<file path="config.mk">
export PLATFORM = sky130hd
export DESIGN_NAME = dacAdcSequencer
export DESIGN_NICKNAME = d
export VERILOG_FILES = /design/src/rtl/seqPkg.sv /design/src/rtl/seqCtrl.sv /design/src/rtl/seqDatapath.sv /design/src/rtl/dacAdcSequencer.sv
export SDC_FILE = /design/constraint.sdc
export NUM_CORES = 1
export LEC_CHECK = 0
export BUFFER_PORTS_ARGS = -buffer_cell sky130_fd_sc_hd__buf_2
export CAP_MARGIN = 20
export CORE_MARGIN = 2
export CORE_UTILIZATION = 62
export CTS_BUF_LIST = sky130_fd_sc_hd__clkbuf_16
export DETAILED_ROUTE_END_ITERATION = 7
export GPL_TIMING_DRIVEN = 0
export PLACE_DENSITY = 0.83
export SETUP_SLACK_MARGIN = 0.15
export SLEW_MARGIN = 20
export SYNTH_ARGS = -nofsm -noshare
export SYNTH_HDL_FRONTEND = slang
export SYNTH_SLANG_ARGS = --single-unit
</file>
<file path="constraint.sdc">
create_clock -name clk -period 6.2 [get_ports clk]
set_input_delay 0.62 -clock clk [delete_from_list [all_inputs] [get_ports clk]]
set_output_delay 0.62 -clock clk [all_outputs]
set_load 0.005 [all_outputs]
</file>
<file path="src/rtl/seqPkg.sv">
package seqPkg;
  localparam int NUM_CH = 3;

  typedef enum logic [2:0] {
    ST_IDLE,
    ST_LEAD,
    ST_FRAME,
    ST_GAP,
    ST_STROBE
  } seqState_e;

  // strobes and levels from control to datapath
  typedef struct packed {
    logic       latchShadow;
    logic       startFrame;
    logic [1:0] frameSel;   // 0..2 DAC channel, 3 ADC read
    logic       csDac;
    logic       csAdc;
    logic       ldac;
    logic       conv;
    logic       captureAdc;
  } seqCtl_t;
endpackage

</file>
<file path="src/rtl/seqCtrl.sv">
module seqCtrl
  import seqPkg::*;
#(
  parameter int CFG_W = 8
) (
  input  logic             clk,
  input  logic             rstN,
  input  logic             tick,
  input  logic             frameDone,
  input  logic [CFG_W-1:0] csGap,
  input  logic [CFG_W-1:0] ldacGap,
  input  logic [CFG_W-1:0] convDelay,
  input  logic [CFG_W-1:0] pulseLen,
  output seqCtl_t          ctl,
  output logic             overrun
);
  localparam int CNT_W = CFG_W + 1;

  seqState_e  state;
  logic [1:0] frameIdx;
  logic [CNT_W-1:0] cnt;
  logic [CNT_W-1:0] gapLim;
  logic [CNT_W-1:0] strobeLast;

  assign gapLim     = (frameIdx == 2'd2) ? {1'b0, ldacGap} : {1'b0, csGap};
  assign strobeLast = {1'b0, convDelay} + {1'b0, pulseLen} - 1'b1;

  always_ff @(posedge clk or negedge rstN) begin
    if (!rstN) begin
      state    <= ST_IDLE;
      frameIdx <= '0;
      cnt      <= '0;
      overrun  <= 1'b0;
    end else begin
      if (tick && state != ST_IDLE) overrun <= 1'b1;
      unique case (state)
        ST_IDLE: if (tick) begin
          state    <= ST_LEAD;
          frameIdx <= 2'd0;
        end
        ST_LEAD: state <= ST_FRAME;
        ST_FRAME: if (frameDone) begin
          state <= ST_GAP;
          cnt   <= '0;
        end
        ST_GAP: begin
          if (cnt == gapLim - 1'b1) begin
            cnt <= '0;
            if (frameIdx == 2'd2)      state <= ST_STROBE;
            else if (frameIdx == 2'd3) state <= ST_IDLE;
            else begin
              frameIdx <= frameIdx + 1'b1;
              state    <= ST_LEAD;
            end
          end else begin
            cnt <= cnt + 1'b1;
          end
        end
        ST_STROBE: begin
          if (cnt == strobeLast) begin
            cnt      <= '0;
            frameIdx <= 2'd3;
            state    <= ST_LEAD;
          end else begin
            cnt <= cnt + 1'b1;
          end
        end
        default: state <= ST_IDLE;
      endcase
    end
  end

  always_comb begin
    ctl             = '0;
    ctl.latchShadow = (state == ST_IDLE) && tick;
    ctl.startFrame  = (state == ST_LEAD);
    ctl.frameSel    = frameIdx;
    ctl.csDac       = (state == ST_LEAD || state == ST_FRAME) && frameIdx != 2'd3;
    ctl.csAdc       = (state == ST_LEAD || state == ST_FRAME) && frameIdx == 2'd3;
    ctl.ldac        = (state == ST_STROBE) && (cnt < {1'b0, pulseLen});
    ctl.conv        = (state == ST_STROBE) && (cnt >= {1'b0, convDelay});
    ctl.captureAdc  = (state == ST_GAP) && frameIdx == 2'd3 && cnt == '0;
  end

  AST_DONE_ONLY_IN_FRAME: assert property (@(posedge clk) disable iff (!rstN)
    frameDone |-> state == ST_FRAME);
  AST_OVERRUN_STICKY: assert property (@(posedge clk) disable iff (!rstN)
    overrun |=> overrun);
  AST_BUSY_TICK_FLAGS: assert property (@(posedge clk) disable iff (!rstN)
    (tick && state != ST_IDLE) |=> overrun);
  AST_BUSY_TICK_NO_RESTART: assert property (@(posedge clk) disable iff (!rstN)
    (tick && state == ST_FRAME) |=> !(state == ST_LEAD && frameIdx == 2'd0));
endmodule

</file>
<file path="src/rtl/seqDatapath.sv">
module seqDatapath
  import seqPkg::*;
#(
  parameter int DATA_W   = 16,
  parameter int FRAME_W  = 24,
  parameter int ADC_W    = 18,
  parameter int CFG_W    = 8,
  parameter int CMD_BASE = 8
) (
  input  logic                          clk,
  input  logic                          rstN,
  input  seqCtl_t                       ctl,
  input  logic [NUM_CH-1:0][DATA_W-1:0] chIn,
  input  logic [CFG_W-1:0]              sclkHalf,
  input  logic                          miso,
  output logic                          sclk,
  output logic                          mosi,
  output logic                          csDacN,
  output logic                          csAdcN,
  output logic                          ldacN,
  output logic                          convst,
  output logic [ADC_W-1:0]              adcData,
  output logic                          adcValid,
  output logic                          frameDone
);
  localparam int ADDR_W = FRAME_W - DATA_W;
  localparam int BIT_W  = $clog2(FRAME_W);

  logic [DATA_W-1:0]  shadow [NUM_CH];
  logic [DATA_W-1:0]  dataSel;
  logic [FRAME_W-1:0] frameWord, txShift, rxShift;
  logic [CFG_W-1:0]   halfCnt, halfLim;
  logic [BIT_W-1:0]   bitCnt;
  logic               busy, lastHalf;

  for (genvar g = 0; g < NUM_CH; g++) begin : gShadow
    always_ff @(posedge clk or negedge rstN) begin
      if (!rstN)                shadow[g] <= '0;
      else if (ctl.latchShadow) shadow[g] <= chIn[g];
    end
  end

  always_comb begin
    dataSel = '0;
    for (int i = 0; i < NUM_CH; i++)
      if (ctl.frameSel == 2'(i)) dataSel = shadow[i];
    if (ctl.frameSel == 2'd3) frameWord = '0;
    else frameWord = {ADDR_W'(CMD_BASE) + ADDR_W'(ctl.frameSel), dataSel};
  end

  assign halfLim   = sclkHalf - 1'b1;
  assign lastHalf  = (halfCnt == halfLim);
  assign frameDone = busy && lastHalf && sclk && (bitCnt == BIT_W'(FRAME_W - 1));

  always_ff @(posedge clk or negedge rstN) begin
    if (!rstN) begin
      busy    <= 1'b0;
      sclk    <= 1'b0;
      mosi    <= 1'b0;
      halfCnt <= '0;
      bitCnt  <= '0;
      txShift <= '0;
      rxShift <= '0;
    end else if (ctl.startFrame) begin
      busy    <= 1'b1;
      sclk    <= 1'b0;
      halfCnt <= '0;
      bitCnt  <= '0;
      txShift <= frameWord;
    end else if (busy) begin
      if (lastHalf) begin
        halfCnt <= '0;
        sclk    <= ~sclk;
        if (!sclk) begin
          mosi    <= txShift[FRAME_W-1];
          txShift <= txShift << 1;
        end else begin
          rxShift <= {rxShift[FRAME_W-2:0], miso};
          if (bitCnt == BIT_W'(FRAME_W - 1)) busy <= 1'b0;
          else bitCnt <= bitCnt + 1'b1;
        end
      end else begin
        halfCnt <= halfCnt + 1'b1;
      end
    end
  end

  always_ff @(posedge clk or negedge rstN) begin
    if (!rstN) begin
      csDacN   <= 1'b1;
      csAdcN   <= 1'b1;
      ldacN    <= 1'b1;
      convst   <= 1'b0;
      adcValid <= 1'b0;
      adcData  <= '0;
    end else begin
      csDacN   <= ~ctl.csDac;
      csAdcN   <= ~ctl.csAdc;
      ldacN    <= ~ctl.ldac;
      convst   <= ctl.conv;
      adcValid <= ctl.captureAdc;
      if (ctl.captureAdc) adcData <= rxShift[FRAME_W-1 -: ADC_W];
    end
  end

  AST_SINGLE_CS: assert property (@(posedge clk) disable iff (!rstN)
    !(!csDacN && !csAdcN));
  AST_SCLK_IDLE_LOW: assert property (@(posedge clk) disable iff (!rstN)
    (csDacN && csAdcN) |-> !sclk);
  AST_CS_HELD_IN_FRAME: assert property (@(posedge clk) disable iff (!rstN)
    busy |-> !(csDacN && csAdcN));
  AST_STROBE_BUS_QUIET: assert property (@(posedge clk) disable iff (!rstN)
    !ldacN |-> (csDacN && csAdcN));
  AST_VALID_ONE_CYCLE: assert property (@(posedge clk) disable iff (!rstN)
    adcValid |=> !adcValid);
  AST_MOSI_ON_RISE: assert property (@(posedge clk) disable iff (!rstN)
    (!$stable(mosi) && !$past(ctl.startFrame)) |-> $rose(sclk));
endmodule

</file>
<file path="src/rtl/dacAdcSequencer.sv">
module dacAdcSequencer
  import seqPkg::*;
#(
  parameter int DATA_W   = 16,
  parameter int FRAME_W  = 24,
  parameter int ADC_W    = 18,
  parameter int CFG_W    = 8,
  parameter int CMD_BASE = 8
) (
  input  logic              clk,
  input  logic              rstN,
  input  logic              sampleTick,
  input  logic [DATA_W-1:0] ch0Data,
  input  logic [DATA_W-1:0] ch1Data,
  input  logic [DATA_W-1:0] ch2Data,
  input  logic [CFG_W-1:0]  sclkHalf,
  input  logic [CFG_W-1:0]  csGap,
  input  logic [CFG_W-1:0]  ldacGap,
  input  logic [CFG_W-1:0]  convDelay,
  input  logic [CFG_W-1:0]  pulseLen,
  input  logic              miso,
  output logic              sclk,
  output logic              mosi,
  output logic              csDacN,
  output logic              csAdcN,
  output logic              ldacN,
  output logic              convst,
  output logic [ADC_W-1:0]  adcData,
  output logic              adcValid,
  output logic              overrun
);
  seqCtl_t ctl;
  logic    frameDone;

  seqCtrl #(.CFG_W(CFG_W)) u_ctrl (
    .clk       (clk),
    .rstN      (rstN),
    .tick      (sampleTick),
    .frameDone (frameDone),
    .csGap     (csGap),
    .ldacGap   (ldacGap),
    .convDelay (convDelay),
    .pulseLen  (pulseLen),
    .ctl       (ctl),
    .overrun   (overrun)
  );

  seqDatapath #(
    .DATA_W   (DATA_W),
    .FRAME_W  (FRAME_W),
    .ADC_W    (ADC_W),
    .CFG_W    (CFG_W),
    .CMD_BASE (CMD_BASE)
  ) u_datapath (
    .clk       (clk),
    .rstN      (rstN),
    .ctl       (ctl),
    .chIn      ({ch2Data, ch1Data, ch0Data}),
    .sclkHalf  (sclkHalf),
    .miso      (miso),
    .sclk      (sclk),
    .mosi      (mosi),
    .csDacN    (csDacN),
    .csAdcN    (csAdcN),
    .ldacN     (ldacN),
    .convst    (convst),
    .adcData   (adcData),
    .adcValid  (adcValid),
    .frameDone (frameDone)
  );
endmodule

</file>
Word-level counts from Yosys, hierarchy flattened. Index checks and enable logic that the tools add are counted.

Order comparisons: 2. Reduce and logical (&&, ||, !) cells: 29. Eq/ne operators: 20. Bitwise gates (word level): 5. Mux-type cells: 42. Add/subtract/negate cells: 9.

Operators with widths (number): two-way mux 24 bit (5); two-way mux 16 bit (3); two-way mux 8 bit (4); two-way mux 9 bit (3); one-hot mux 9 bit (3 select lines) (1); two-way mux 5 bit (5); equality test 9 bit (2); subtractor 9 x 1 -> 9 bit (second input constant) (2); AND reduction 4 bit (4); two-way mux 3 bit (5); one-hot mux 3 bit (5 select lines) (1); inequality test 2 bit (second input constant) (7); logical AND 1 bit (11); two-way mux 2 bit (5); adder 8 x 8 -> 9 bit (1); adder 9 x 1 -> 9 bit (second input constant) (1); >= comparator 9 x 8 -> 1 bit (1); logical NOT 9 bit (1); < comparator 9 x 8 -> 1 bit (1); two-way mux 1 bit (9); nonzero test 3 bit (3); adder 8 x 1 -> 8 bit (second input constant) (1); equality test 8 bit (1); subtractor 8 x 1 -> 8 bit (second input constant) (1); other kinds (19) (29).

Bits in registers: 150. Output and inout bits: 26.

Longest topological paths before layout. Gate-level depths: netlist of the first run.

Depth in word-level cells: 7. Gate-level depth with buffers: 16. Mapped depth without buffers: 14.

By module. From an unflattened synthesis of the first run, not the netlist that was laid out.

Cell total of the unflattened synthesis: 759. Area total of the unflattened synthesis: 8419.3 um^2.

By module, submodules not included: seqDatapath (area each 6095.8 um^2, sequential area each 3382.0 um^2, times used 1, cells an instance 474); seqCtrl (area each 2323.5 um^2, sequential area each 375.4 um^2, times used 1, cells an instance 285).

Worst setup path after synthesis of the first run. No wires, ideal clock.

Kind: reg-to-reg. From: reg u_ctrl.frameIdx[0]. To: reg u_ctrl.cnt[2]. Setup time: 0.126 ns. Required time: 6.074 ns. Period minus slack after synthesis: 3.323 ns. Stages on the path, launching flop included: 16. Setup slack: 2.877 ns. Arrival time: 3.197 ns. Cell sequence: dfrtp_1 > inv_1 > ha_1 > buf_6 > buf_6 > clkbuf_1 > clkbuf_1 > mux2i_1 > ha_1 > o21ai_0 > xnor2_1 > nor3_1 > a31oi_2 > or3_1 > buf_2 > a221o_1.

Word-level cells in the longest chain between the ends: 6.

Ends and longest elaborated chain: start, declared (line seqCtrl.sv:20) `logic [1:0] frameIdx;`; start signal, assigned (line seqCtrl.sv:52) `frameIdx <= frameIdx + 1'b1;`; equality test 2 bit (line seqCtrl.sv:25) `assign gapLim = (frameIdx == 2'd2) ? {1'b0, ldacGap} : {1'b0, csGap};`; two-way mux 8 bit (line seqCtrl.sv:25); subtractor 9 x 1 -> 9 bit (line seqCtrl.sv:47) `if (cnt == gapLim - 1'b1) begin`; equality test 9 bit (line seqCtrl.sv:47); two-way mux 9 bit (line seqCtrl.sv:47); one-hot mux 9 bit (3 select lines) (line seqCtrl.sv:36) `unique case (state)`; end signal, assigned (line seqCtrl.sv:56) `cnt <= cnt + 1'b1;`; end signal, assigned (line seqCtrl.sv:65) `cnt <= cnt + 1'b1;`; end, declared (line seqCtrl.sv:21) `logic [CNT_W-1:0] cnt;`.

No other way between the ends. A chain may end at the register's enable or synchronous reset.

Worst setup path after layout of the first run.
From: reg u_ctrl.frameIdx[0]. To: reg u_ctrl.cnt[4].

Same word-level chain as after synthesis.

==> results of run 1 <==
-- cells by family (layout without fill, tap and decap cells) --
logic type	Yosys count	in the layout	synth area share, %
simple gates	266	266	15.3
flops	150	150	46.2
compound gates	135	135	11.1
buf+inv	87	237	4.37
mux	86	86	11.9
xor+xnor	44	44	4.73
fa+ha+maj	41	41	6.39
-- layer usage --
layer / vias to the layer above / GRT usage, % / share of wire, %
li1: 3083 / - / -
met1: 3037 / 33.2 / 44
met2: 173 / 41.5 / 48
met3: 37 / 5.16 / 4.6
met4: 0 / 9.75 / 2.5
met5: - / 0 / 0
-- state kept, by name, summed over array words and instances (netlist names) --
name,cells
u_ctrl.cnt,9
u_datapath.csAdcN,1
u_datapath.sclk,1
u_datapath.shadow,48
u_datapath.convst,1
u_datapath.txShift,24
u_ctrl.overrun,1
u_datapath.mosi,1
u_datapath.bitCnt,5
u_datapath.halfCnt,8
u_ctrl.state,3
u_datapath.adcData,18
u_datapath.ldacN,1
u_ctrl.frameIdx,2
u_datapath.csDacN,1
u_datapath.adcValid,1
u_datapath.rxShift,24
u_datapath.busy,1
-- worst max-delay path by stage --
stage                                   from       endpoint  depth (start not counted)
final                     u_ctrl.frameIdx[0]  u_ctrl.cnt[4]                         16
after detailed placement  u_ctrl.frameIdx[0]  u_ctrl.cnt[5]                         15
after global routing      u_ctrl.frameIdx[0]  u_ctrl.cnt[2]                         15
after global placement    u_ctrl.frameIdx[0]  u_ctrl.cnt[2]                         15
after CTS                 u_ctrl.frameIdx[0]  u_ctrl.cnt[4]                         16
after floorplan           u_ctrl.frameIdx[0]  u_ctrl.cnt[2]                         15
-- power groups by stage --
| stage | clock [mW] | sequential (mW) | combinational, mW |
|---|---|---|---|
| 4_1_cts | 1.03 | 1.35 | 1.15 |
| 3_3_place_gp | 0 | 1.36 | 1.10 |
| 2_1_floorplan | 0 | 1.32 | 0.880 |
| 6_report | 1.02 | 1.35 | 1.15 |
| 5_1_grt | 1.09 | 1.38 | 1.30 |
| 3_5_place_dp | 0 | 1.37 | 1.13 |
-- cell type report --
class	instances	share of cell area (%)
Inverter	46	1.81
Sequential cell	150	39.3
Multi-Input combinational cell	572	42.1
Timing Repair Buffer	118	6.51
Clock inverter	15	1.69
Clock buffer	17	4.45
Buffer	41	1.91
Tap cell	172	2.25
-- metrics by stage --
step / instances / hold slack, ns
2_1_floorplan: 809 / 0.324
3_3_place_gp: 1098 / 0.453
3_5_place_dp: 1099 / 0.454
4_1_cts: 1131 / 0.191
5_1_grt: 1131 / 0.209
6_report: 1131 / 0.160
-- Yosys cell counts, drive strengths merged, types with 2 or more instances --
library cell    n
dfrtp         147
a221o           3
inv            45
a31o            2
a31oi           7
dfstp           3
mux2i          11
xnor2          30
nor2           74
xor2           14
a211oi          3
or3             6
a21oi          35
nand3          15
nor3           19
a22o            7
mux2           75
nand2         108
and3            9
clkbuf         30
o21ai          33
a21o           13
nor2b           5
nor4            5
nand3b          2
ha             40
or2             2
buf            11
a221oi         15
o21a            2
a2111o          2
nor4b           4
nand2b          7
o22ai           2
nor3b           3
o31ai           4
==> impl_results.md, run 1 <==
- P_leak: roughly 4.7 nW
- DIE AREA: 14100 sq um
- RSZ-0062 raised after global routing: false
- Top cells by area, synth: dfrtp_1, mux2_2, ha_1
- # setup viols final: 0
- Hold-fix buffers, CTS: 0
- CTS tree: done
- Height of the die: approximately 120 microns
- Commonest non-fill, non-tap cell in the layout: dfrtp_1
- Logic pwr share: ~33%
- Register Area: around 3800 sq um
- Wire per inst: 14.8 microns
- Post-Synthesis Net Count: ~940
- Final instance area: 9570 sq um
- Fin Clk Skew: 0.00637 ns
- Standard-cell rows: between 40 and 50
- Final count of pins violating max slew: 0
- Sequential area share after synthesis: ~46%
- Ports: 118
- WP data required: around 6.5 ns
- Drt initial violations: slightly above 400
- Ys flop type: dfrtp_1
- Synth cell types: 66
- Slew @ Worst Pin: ~0.69 ns
- Status: complete, no violations
- Post-layout util: between 70% and 80%
- Number of enable flip-flop cells after synthesis: 0
- DRC errors left: 0
- Worst Hold Class: in2async
- Initial antenna violation count: 0
- Top cell family by delay on the critical path: buffers and inverters
- Cells after synthesis: approximately 810
- CTS Buffer Depth: 2
- PD cells: roughly 370 nW/um^2
- Power after layout: around 3.5 mW
- Drt total wl: about 17000 microns
- Routed vias/inst: about 5.6
- VDD IR max: between 0.2 and 0.25 mV
- All-Layer GR Usage: around 25%
- P_int: ~2.3 mW
- Post_cts resized: 0
- Final Cycle Share: about two thirds
- Worst-path cell chain: inv_1 > ha_1 > buf_6 > buf_6 > clkbuf_1 > clkbuf_1 > mux2i_1 > ha_1 > o221a_2 > or2_2 > o21ai_0 > a211oi_1 > or3_1 > buf_2 > a21o_1 > a21o_1
- DRT Pass-1 Iters: 4
- CP startpoint kind: flip-flop
- Inserted Diodes: 0
- Endpoint type of the worst setup path: flip-flop
- Mapped Area: 8140 sq um
- Slowest stage delay, CP: ~0.52 ns
- Vias in the first global route: about 6300
- Max Clk Rate: roughly 0.24 GHz
- CTS sink count: 150
- Worst setup margin: 2.11 ns
- R2R Path End: u_ctrl.cnt[4]
- Max Cap Viol: 0
- Fin crit period: slightly above 4 ns
- Vias: 6330
- Top cell type's share of synthesized area: between 40% and 50%
- Nets: approximately 1100
- Synth async-reset ratio: between 90% and 100%
- Chip width: about 120 microns
- Worst-case reg-to-reg path depth: 16
- Seq pwr share: a little under two fifths
- Initial cell density of the core: a little under two thirds
- GRT Residual Overflow: 0
- Fill cell count: ~900
- RePlAce Congestion: 0.823
- Reg-to-reg slack, setup: roughly 2.1 ns
- Fraction of layout cells with a size suffix above 1: 26.2%
- Post-route ant nets: 0
- Relative slew slack: 53.6%
- Arr. time, crit path: about 4.4 ns
- Avg Inst Size Synth: roughly 10 sq um
- Layout area overhead: 17.5%
- Crit-path slowest cell: clkbuf_1
- Switching power: between 1 and 1.5 mW
- Multi-input logic area: between 4000 and 5000 sq um
- Post-CTS setup buffers: 0
- Hpwl dp: around 12000 microns
- Clk pwr share: roughly 29%
- #FFs+latches synth: 150
- Setup CP Type: reg2reg
- Largest net degree at the start of global routing: approximately 80
- Area of the core: 12700 sq um
- Crit path max fanout: 10
- Placement Cell Area: ~9000 sq um
- Hold Violations, Final: 0
- Buf/Inv on CP: 6
- Reg clk slew, reported paths: 0.06 ns
- Synth warnings: 0
- Port bufs: approximately 120
- First-pass GRT wire length: roughly 29000 microns
- Switching part of the total power: between 30 and 40%
- H-tree depth: 4
- Final TNS setup: 0 ns
- Clk root buf: clkbuf_16
- Leading area contributor after synthesis: dfrtp_1
- Reg-to-Reg Start: u_ctrl.frameIdx[0]
- Commonest cells after routing, fill and taps aside: dfrtp_1, buf_2, nand2_1, mux2_2, nor2_1
- Post-place setup slack: 2.29 ns
- Worst-Skew Late Latency: roughly 0.42 ns
- TritonCTS buffer count: 17
No activity file was read; power rests on OpenSTA's default activity.
==> run 2, diff against run 1 <==
Settings changed: CORE_UTILIZATION 62 to 52, PLACE_DENSITY 0.83 to 0.73.
Clock period 6.2 ns to 3.76 ns, I/O delays scaled along.
==> run 2 against run 1 <==
Effect of this change: routed wire length increased by 1.4%; count of clock-buffer cells in the layout unchanged; maximum frequency grew 22%; die area up 19%; register-to-register slack lost 1.7 ns; sequential share of layout area fell by 0.16 points; global-route usage is 3.3 points lower; non-clock buffer count is the same; core utilization down 12 points; cell count increased by 3.4%.
==> impl_results.md, run 2 (same netlist as run 1, synthesis figures left out) <==
- Status: complete, no violations
- Arr. time, crit path: 3.66 ns
- Chip width: 129 microns
- DRC errors left: 0
- Final Cycle Share: around nine tenths
- Inserted Diodes: 0
- Commonest cells after routing, fill and taps aside: dfrtp_1, buf_2, nand2_1, mux2_2, nor2_1
- Reg-to-reg slack, setup: between 0.4 and 0.5 ns
- Standard-cell rows: 45
- VDD IR max: 0.401 mV
- CTS sink count: 150
- Fin Clk Skew: 0.00642 ns
- Hold worst-path end: u_datapath.shadow[10]
- Hpwl dp: approximately 12000 microns
- Placed insts: ~1100
- Routed vias/inst: between 5 and 6
- Slew @ Worst Pin: 0.653 ns
- DIE AREA: 16700 sq um
- TritonCTS buffer count: 17
- Post-layout util: 62.9%
- Crit path max fanout: 19
- CTS tree: done
- GRT Residual Overflow: 0
- Worst Hold Class: in2reg
- Crit path from: u_ctrl.frameIdx[0]
- Nets: about 1100
- Drt total wl: about 17000 microns
- Ports: between 100 and 150
- Worst-path cell chain: inv_1 > ha_1 > buf_6 > buf_6 > buf_6 > mux2i_1 > ha_1 > xor2_1 > nand3_1 > o31ai_2 > a31oi_2 > or3_1 > buf_2 > a21o_1 > a21o_1
- Reg with most FFs: u_datapath.shadow
- R2R Path End: u_ctrl.cnt[3]
- Non-Filler Instances: 1170
- Wire per inst: roughly 15 microns
- Layout area overhead: 18.0%
- RePlAce Congestion: 0.817
- Port bufs: about 120
- Post-CTS setup buffers: 0
- Max reg flops: between 40 and 50
- Initial cell density of the core: ~53%
- Vias: around 6200
- Hold Violations, Final: 0
- Relative slew slack: 56.2%
- Drt initial violations: roughly 350
- First-pass GRT wire length: 29200 microns
- Max Cap Viol: 0
- Crit-path slowest cell: dfrtp_1
- Height of the die: between 100 and 150 microns
- Fraction of layout cells with a size suffix above 1: between 20% and 30%
- Post-route ant nets: 0
- PD cells: 597 nW/um^2
- # setup viols final: 0
- Reg clk slew, reported paths: 0.06 ns
- Worst hold start: ch2Data[10]
- CTS Buffer Depth: 2
- Endpoint type of the worst setup path: flip-flop
- Worst-Skew Late Latency: ~0.43 ns
- Vias in the first global route: 6116
- Hold depth: 2
- Fin crit period: approximately 3.3 ns
- Reg-to-Reg Start: u_ctrl.frameIdx[0]
- Final count of pins violating max slew: 0
- Setup CP Type: reg2reg
- H-tree depth: 4
- Clk root buf: clkbuf_16
- Top Registers: u_datapath.shadow (48), u_datapath.rxShift (24), u_datapath.txShift (24)
- Slowest stage delay, CP: 0.40 ns
- P_leak: approximately 4.7 nW
- Max Clk Rate: roughly 0.3 GHz
- Fin Hold WS: roughly 0.18 ns
- Final TNS setup: 0 ns
- Initial antenna violation count: 0
- RSZ-0062 raised after global routing: false
- Most used cell, CP: buf_6
- DRT Pass-1 Iters: 5
- Area of the core: 15300 sq um
- CP startpoint kind: flip-flop
- Largest net degree at the start of global routing: between 80 and 90
- WP data required: slightly above 4 ns
- Commonest non-fill, non-tap cell in the layout: dfrtp_1
- All-Layer GR Usage: roughly 22%
- Worst-case reg-to-reg path depth: 15
[run 2: worst max-delay path, delay by kind of cell (launching register included)]
family	cells	cell delay, ns
buf+inv	5	0.86
mux	1	0.21
simple gates	2	0.48
flops	1	0.40
xor+xnor	1	0.24
fa+ha+maj	2	0.42
compound gates	4	0.63
[run 2: layout make-up]
| type | instances | area, sq um |
|---|---|---|
| clock buffers | 17 | 425 |
| clock inverters | 15 | 131 |
| multi-input cells | 572 | 4030 |
| repair buffers | 119 | 633 |
| inverters | 46 | 173 |
| fillers | 1313 | 5650 |
| plain buffers | 40 | 186 |
| flip-flops and latches | 150 | 3760 |
| well taps | 211 | 264 |
[run 2: repair_timing]
action | in CTS | in global routing
gates resized for setup | 1 | 5
setup endpoints to repair | 12 | 7
pin swaps | 0 | 1
hold buffers | 1 | 0
hold endpoints to repair | 61 | 0
[run 2: power breakdown]
group / switching [mW] / internal, mW
registers: 0.272 / 1.96
clock network: 0.701 / 0.911
logic: 1.02 / 0.868
[run 2: how the worst max path moves through the flow]
stage,end,slack (ns)
global placement,u_ctrl.cnt[2],-0.22
floorplan,u_ctrl.cnt[2],0.44
finish,u_ctrl.cnt[3],0.42
CTS,u_ctrl.cnt[3],0.29
detailed placement,u_ctrl.cnt[2],-0.26
global route,u_ctrl.cnt[7],0.20
[run 2: stage by stage]
step | total power [mW] | cell area, sq um | setup slack [ns]
2_1_floorplan | 3.63 | 8140 | 0.437
3_3_place_gp | 4.08 | 8990 | -0.220
3_5_place_dp | 4.14 | 9030 | -0.257
4_1_cts | 5.77 | 9590 | 0.288
5_1_grt | 6.14 | 9600 | 0.198
6_report | 5.74 | 9600 | 0.416
[run 2: layer usage]
layer  routed length [microns]  global-route usage, %  part of all wire [%]
met4                       318                   7.93                   1.9
met2                      8010                   35.6                    47
met1                      7980                   29.6                    47
met3                       674                   4.50                   4.0
met5                         0                      0                     0
